[src/rtl/idct4_recon.sv]
module idct4_recon #(
  parameter int CW = 16,
  parameter int PW = 8,
  parameter int SH = 6
) (
  input  logic             clk,
  input  logic             rst_n,
  input  logic             start,
  input  logic             dc_mode,
  input  logic [16*CW-1:0] coef,
  input  logic [16*PW-1:0] pred,
  output logic             out_valid,
  output logic [4*PW-1:0]  out_row,
  output logic             done
);
  localparam int SW = CW + 2;
  localparam logic signed [CW-1:0] RND  = CW'(1 << (SH - 1));
  localparam logic signed [CW:0]   RNDW = (CW+1)'(1 << (SH - 1));
  localparam logic signed [SW-1:0] PMAX = SW'((1 << PW) - 1);

  typedef logic signed [CW-1:0] sw_t;

  logic             busy, mode_q;
  logic [1:0]       row;
  logic [16*CW-1:0] coef_q;
  logic [16*PW-1:0] pred_q;

  always_ff @(posedge clk) begin
    if (!rst_n) begin
      busy   <= 1'b0;
      row    <= '0;
      mode_q <= 1'b0;
      coef_q <= '0;
      pred_q <= '0;
    end else if (!busy && start) begin
      busy   <= 1'b1;
      row    <= '0;
      mode_q <= dc_mode;
      coef_q <= coef;
      pred_q <= pred;
    end else if (busy) begin
      row <= row + 2'd1;
      if (row == 2'd3) busy <= 1'b0;
    end
  end

  assign out_valid = busy;
  assign done      = busy && (row == 2'd3);

  function automatic logic [4*CW-1:0] bfly(input sw_t x0, input sw_t x1, input sw_t x2, input sw_t x3);
    sw_t e, f, g, h, y0, y1, y2, y3;
    e  = x0 + x2;
    f  = x0 - x2;
    g  = (x1 >>> 1) - x3;
    h  = x1 + (x3 >>> 1);
    y0 = e + h;
    y1 = f + g;
    y2 = f - g;
    y3 = e - h;
    return {y3, y2, y1, y0};
  endfunction

  sw_t a [16];
  sw_t m [16];
  sw_t o [16];

  always_comb begin
    for (int k = 0; k < 16; k++) a[k] = coef_q[k*CW +: CW];
    a[0] = a[0] + RND;
    for (int r = 0; r < 4; r++)
      {m[4*r+3], m[4*r+2], m[4*r+1], m[4*r]} = bfly(a[4*r], a[4*r+1], a[4*r+2], a[4*r+3]);
    for (int c = 0; c < 4; c++)
      {o[12+c], o[8+c], o[4+c], o[c]} = bfly(m[c], m[4+c], m[8+c], m[12+c]);
  end

  logic signed [CW:0] dc_ext, dc_sum, dcv;
  assign dc_ext = {coef_q[CW-1], coef_q[CW-1:0]};
  assign dc_sum = dc_ext + RNDW;
  assign dcv    = dc_sum >>> SH;

  always_comb begin
    out_row = '0;
    for (int c = 0; c < 4; c++) begin
      logic [3:0]            idx;
      sw_t                   osh;
      logic signed [SW-1:0]  res, s;
      idx = {row, 2'(c)};
      osh = o[idx] >>> SH;
      res = mode_q ? SW'(dcv) : SW'(osh);
      s   = res + signed'({{(SW-PW){1'b0}}, pred_q[idx*PW +: PW]});
      if (!busy)          out_row[c*PW +: PW] = '0;
      else if (s < 0)     out_row[c*PW +: PW] = '0;
      else if (s > PMAX)  out_row[c*PW +: PW] = {PW{1'b1}};
      else                out_row[c*PW +: PW] = s[PW-1:0];
    end
  end


  done_with_beat_chk: assert property (@(posedge clk) disable iff (!rst_n) done |-> out_valid);

  done_ends_tile_chk: assert property (@(posedge clk) disable iff (!rst_n) done |=> !out_valid && !done);

  beat_run_chk: assert property (@(posedge clk) disable iff (!rst_n) out_valid && !done |=> out_valid);

  accept_chk: assert property (@(posedge clk) disable iff (!rst_n) start && !out_valid |=> out_valid && !done);

  hold_tile_chk: assert property (@(posedge clk) disable iff (!rst_n)
    out_valid && !done |=> $stable(coef_q) && $stable(pred_q) && $stable(mode_q));
endmodule

[config.mk]
export PLATFORM = sky130hd
export DESIGN_NAME = idct4_recon
export DESIGN_NICKNAME = d
export VERILOG_FILES = /design/src/rtl/idct4_recon.sv
export SDC_FILE = /design/constraint.sdc
export NUM_CORES = 2
export LEC_CHECK = 0
export BUFFER_PORTS_ARGS = -buffer_cell sky130_fd_sc_hd__buf_2
export CORE_MARGIN = 3
export CORE_UTILIZATION = 30
export CTS_CLUSTER_DIAMETER = 100
export CTS_CLUSTER_SIZE = 20
export DETAILED_ROUTE_END_ITERATION = 8
export SLEW_MARGIN = 10
export SYNTH_ARGS = -nofsm -noshare
export SYNTH_HDL_FRONTEND = slang
export SYNTH_SLANG_ARGS = --single-unit
[constraint.sdc]
create_clock -name clk -period 9.9 [get_ports clk]
set_clock_uncertainty 0.05 [all_clocks]
set_input_delay 2.475 -clock clk [delete_from_list [all_inputs] [get_ports clk]]
set_output_delay 2.475 -clock clk [all_outputs]
set_load 0.02 [all_outputs]
---- Word level (Yosys, flattened, before mapping) ----
Index checks and enable logic that the tools add are counted.
cells by class
  order comparisons ....................... 12
  $add $sub $neg .......................... 71
  bitwise logic cells ..................... 5
  reductions and logical operators ........ 4
  equal/unequal tests ..................... 1
  muxes and demuxes ....................... 31
  shifts and indexed selects .............. 4
operators by type and width
  operator                                             count
  indexed part select 128 x 8 -> 8 bit                 4
  adder 16 bit                                         24
  subtractor 16 bit                                    24
  binary-select mux 16 bit (select 4 bit)              4
  adder 16 x 15 -> 16 bit                              8
  two-way mux 16 bit                                   8
  subtractor 15 x 16 -> 16 bit                         8
  two-way mux 8 bit                                    12
  adder 18 x 9 -> 18 bit                               4
  > comparator 18 x 9 -> 1 bit, second input constant  4
  < comparator 18 x 1 -> 1 bit, second input constant  4
  two-way mux 18 bit                                   4
  >= comparator 5 bit, second input constant           4
  inverter 4 -> 5 bit                                  4
  adder 16 x 7 -> 17 bit, second input constant        1
  adder 16 x 7 -> 16 bit, second input constant        1
  two-way mux 1 bit                                    3
  adder 2 x 1 -> 2 bit, second input constant          1
  equality test 2 bit, second input constant           1
  logical AND 1 bit                                    2
  OR reduction 2 bit                                   1
  logical NOT 1 bit                                    1
  inverter 1 bit                                       1
storage, ports and cells
  register bits after elaboration ......... 388
  input port bits ......................... 388
  output and inout bits ................... 34

---- Longest topological paths before layout ----
  word-level depth ........................ 14
  mapped depth ............................ 44

---- Worst setup path after synthesis ----
No wires, ideal clock.
  kind .................................... flip-flop to output port
  start ................................... reg coef_q[81]
  end ..................................... out out_row[16]
  setup slack ............................. -0.614 ns
  arrival ................................. 7.989 ns
  required time ........................... 7.375 ns
  stages on the path, launching flop included .. 41
  path through ............................ dfxtp_1 > inv_1 > ha_1 > inv_1 > fa_1 > a21o_1 > a21oi_1 > o21bai_1 > a21oi_1 > o21ai_0 > a21oi_1 > xnor2_1 > ha_1 > clkbuf_1 > inv_1 > a221o_1 > nor3_1 > a21oi_1 > [5 not listed] > xor2_1 > ha_1 > nor2_1 > nand2_1 > o21ai_0 > a311oi_1 > o21bai_1 > xnor2_1 > mux4_2 > o21a_1 > ha_1 > a21oi_1 > o21ai_0 > a21oi_1 > nor3_1 > nor2b_1 > mux2_2 > a2111oi_2
on the way
  cells in the longest elaborated chain, start to end .. 13
  elaborated cells between the ends (all ways) .. 40
  classes of those cells .................. add/sub: 31; order compare: 2; mux: 7
RTL lines
  item                                                                            line    RTL
  start, declared                                                                 25      logic [16*CW-1:0] coef_q;
  start signal, assigned                                                          39      coef_q <= coef;
  adder 16 x 15 -> 16 bit / subtractor 15 x 16 -> 16 bit (equally long branches)  55, 54
  subtractor 16 bit, or another cell as far along                                 59      y3 = e - h;
  adder 16 x 15 -> 16 bit / subtractor 15 x 16 -> 16 bit (equally long branches)  55, 54
  subtractor 16 bit, or another cell as far along                                 59
  binary-select mux 16 bit (select 4 bit) *                                       88      osh = o[idx] >>> SH;
  two-way mux 16 bit (implied by the code) * (2 in series)                        88
  two-way mux 18 bit *                                                            89      res = mode_q ? SW'(dcv) : SW'(osh);
  adder 18 x 9 -> 18 bit *                                                        90      s = res + signed'({{(SW-PW){1'b0}}, pred_q[idx*PW +: PW]});
  > comparator 18 x 9 -> 1 bit                                                    93      else if (s > PMAX) out_row[c*PW +: PW] = {PW{1'b1}};
  two-way mux 8 bit                                                               93
  two-way mux 8 bit *                                                             92      else if (s < 0) out_row[c*PW +: PW] = '0;
  two-way mux 8 bit *                                                             91      if (!busy) out_row[c*PW +: PW] = '0;
  end, declared                                                                   13      output logic [4*PW-1:0] out_row,
Mark *: on every way between the ends. The rest lies on a longest branch, timed or not. The select of a mux whose other input is x is not followed.

---- Worst setup path in the final report ----
Ends and elaborated chain as after synthesis.

==> run metrics <==
status finished, violations left; failing checks setup timing; Largest stage delay, worst path 0.48 ns; grt ovf 0; Placer Congestion 0.952; total wire length 218 mm; CP max FO 4; fill cell count 18700; clk root buf clkbuf_16; Final Hold Fails 0; dominant synthesized flop cell dfxtp_1; Port Buffers 421; clock sink total 388; Vias 59700; Worst Setup Start Kind flip-flop; reg2reg setup slack 6.70 ns; Slew HR 19.8%; clock latency on the worst-skew pair 0.61 ns; Core ar. 188000 sq um; vias in the first global route 59400; worst hold stages 2; worst min-delay path endpoint pred_q[86]$_SDFFE_PN0P_; ranking of synthesized cells by area ha_1, dfxtp_1, xnor2_1, nand2_1, inv_1; Req. time, crit path 7.38 ns; Crit path max-delay family compound AO/OA/AOI/OAI gates; FF-to-FF Start out_valid$_SDFF_PN0_; Post-synth ARST share 0%; share of the synthesized area in the top cell type 21.5%; Final Cycle Share 113%; starting density of the core 30.2%; die area 195000 sq um; first-pass GRT wire length 327 mm; WL/cell 17.8 microns; critical path's slowest cell mux4_2; DRT Pass-1 Iters 7; syn_nets 8916; Fmax 89.5 MHz; Synth Cell Area 56900 sq um; RSZ-0062 raised after global routing yes; row cnt 159; most used cell, CP buf_4; Die Span Y 441 microns; Routed Antenna Nets 0; share of layout cells above drive strength 1 35.5%; Yosys Warn Count 0; CP Buf/Inv Count 13; final non-filler cell total 12300; CTS clk-pin slew, worst paths 0.08 ns; Crit. End Element output port; Clock Path Buffers 3; Post-Syn Instances 7500; arrival time worst endpoint 8.65 ns; post-synth cell types 101; H-tree Lvls 2; drt via density 4.86; placed insts 12100; syn avg cell area 7.58 sq um; multi-input logic area 49800 sq um; DRC Markers 0; DP HPWL 184 mm; Post-synth top cells ha_1, nand2_1, inv_1, a21oi_1, xnor2_1; crit path time final 11.17 ns; Hold Path Origin pred_q[86]$_SDFFE_PN0P_; Die W 441 microns; Reg2Reg Depth 5; Post-synth EDFFs 0; Synth area leader ha_1; Max-Cap Viols 0; total CTS buffers 34; largest net degree at the start of global routing 195; initial antenna violation count 7; Critical R2R Capture coef_q[81]$_SDFFE_PN0P_; setup ws final -1.27 ns; count leader, synth ha_1; fin nets 11200; violation count after the first detailed-route iteration 3033; Layout area overhead 45.8%; storage element area 7800 sq um; post-synthesis sequential area ratio 13.7%; worst-margin pin slew 1.20 ns; Final setup viols 32; CTS tree yes; fin. max-slew vios 0; IO Count 422; Hold Buf Count CTS 0; Crit Path Class flip-flop to output port; worst min path class flip-flop to flip-flop; Yosys reg bits 388; gr usage total 21.3%
[cell type report]
| type | instances | share of cell area (%) |
|---|---|---|
| Inverter | 850 | 3.86 |
| Multi-Input combinational cell | 6016 | 60.1 |
| Sequential cell | 388 | 9.41 |
| Clock buffer | 36 | 1.07 |
| Timing Repair Buffer | 2482 | 21.5 |
| Clock inverter | 14 | 0.275 |
| Antenna cell | 4 | 0.0121 |
| Tap cell | 2495 | 3.77 |
[routing by layer]
layer,vias to the layer above,global-route usage [%],part of all wire [%]
met2,1183,38.2,49
met5,-,0,0.0055
li1,29900,-,-
met3,293,2.09,4.2
met1,28300,26.7,43
met4,2,6.80,3.7
[worst register-to-register path: cells and delay by family (launching register included)]
| kind | cells | cell delay (ns) |
|---|---|---|
| AOI/OAI and AO/OA | 1 | 0.22 |
| buffers and inverters | 2 | 0.82 |
| DFF | 1 | 0.88 |
| and+or+nand+nor | 2 | 1.14 |
[worst max path at each step]
| stage | startpoint | end | slack (ns) | cells past startpoint |
|---|---|---|---|---|
| final | coef_q[81]$_SDFFE_PN0P_ | out_row[16] | -1.27 | 48 |
| after global placement | coef_q[113]$_SDFFE_PN0P_ | out_row[31] | -1.22 | 42 |
| after CTS | coef_q[209]$_SDFFE_PN0P_ | out_row[16] | -1.32 | 44 |
| after global routing | coef_q[97]$_SDFFE_PN0P_ | out_row[16] | -1.68 | 45 |
| after floorplan | coef_q[97]$_SDFFE_PN0P_ | out_row[24] | -0.002 | 35 |
| after detailed placement | coef_q[97]$_SDFFE_PN0P_ | out_row[30] | -1.28 | 43 |
[registers in the layout, indices dropped and copies added (netlist names)]
| register | count |
|---|---|
| coef_q | 256 |
| mode_q | 1 |
| out_valid | 1 |
| pred_q | 128 |
| row | 2 |
[what timing repair did]
action / in CTS / in global routing
resized for setup: 494 / 481
setup endpoints to repair: 32 / 32
buffers inserted: 90 / 59
cloned: 1 / 0
pin swaps: 191 / 252
[cells in the final DEF, fill, tap and decap left out, drive strengths merged, types with 62 or more instances in the layout]
cell    netlist  final
a21boi      395    395
a21o        166    166
a21oi       606    606
buf          44   2481
dfxtp       388    388
ha          976    976
inv         850    861
mux4         62     62
nand2       945    945
nand2b      101    101
nor2        519    519
nor2b        74     74
nor3         98     98
o21a         71     71
o21ai       248    248
o21bai      225    225
xnor2       602    602
xor2        226    226
[through the flow]
| step | util [%] | setup TNS [ns] | hold WS, ns | setup WS [ns] | instance area [sq um] |
|---|---|---|---|---|---|
| 2_1_floorplan | - | -0.00339 | 0.390 | -0.00169 | 57200 |
| 3_3_place_gp | 40.4 | -31.82 | 0.400 | -1.22 | 75900 |
| 3_5_place_dp | 40.4 | -34.63 | 0.406 | -1.28 | 75900 |
| 4_1_cts | 42.6 | -39.82 | 0.417 | -1.32 | 80100 |
| 5_1_grt | 44.0 | -49.99 | 0.440 | -1.68 | 82900 |
| 6_report | 44.0 | -37.89 | 0.414 | -1.27 | 82900 |
[cell families (layout without fill, tap and decap cells)]
kind of cell	Yosys count	after routing	share of synthesized area, %
AOI/OAI and AO/OA	2059	2059	24.1
adders and majority gates	1033	1033	23.4
xor gates and xnor gates	838	838	13.2
other	0	4	0
muxes	80	80	2.79
buffers and inverters	1096	3382	7.33
and+or+nand+nor	2006	2006	15.5
DFF	388	388	13.7
Power is left out: the tool's default activity adds up to more than one toggle a clock period on the data nets, which glitch-free logic cannot reach.
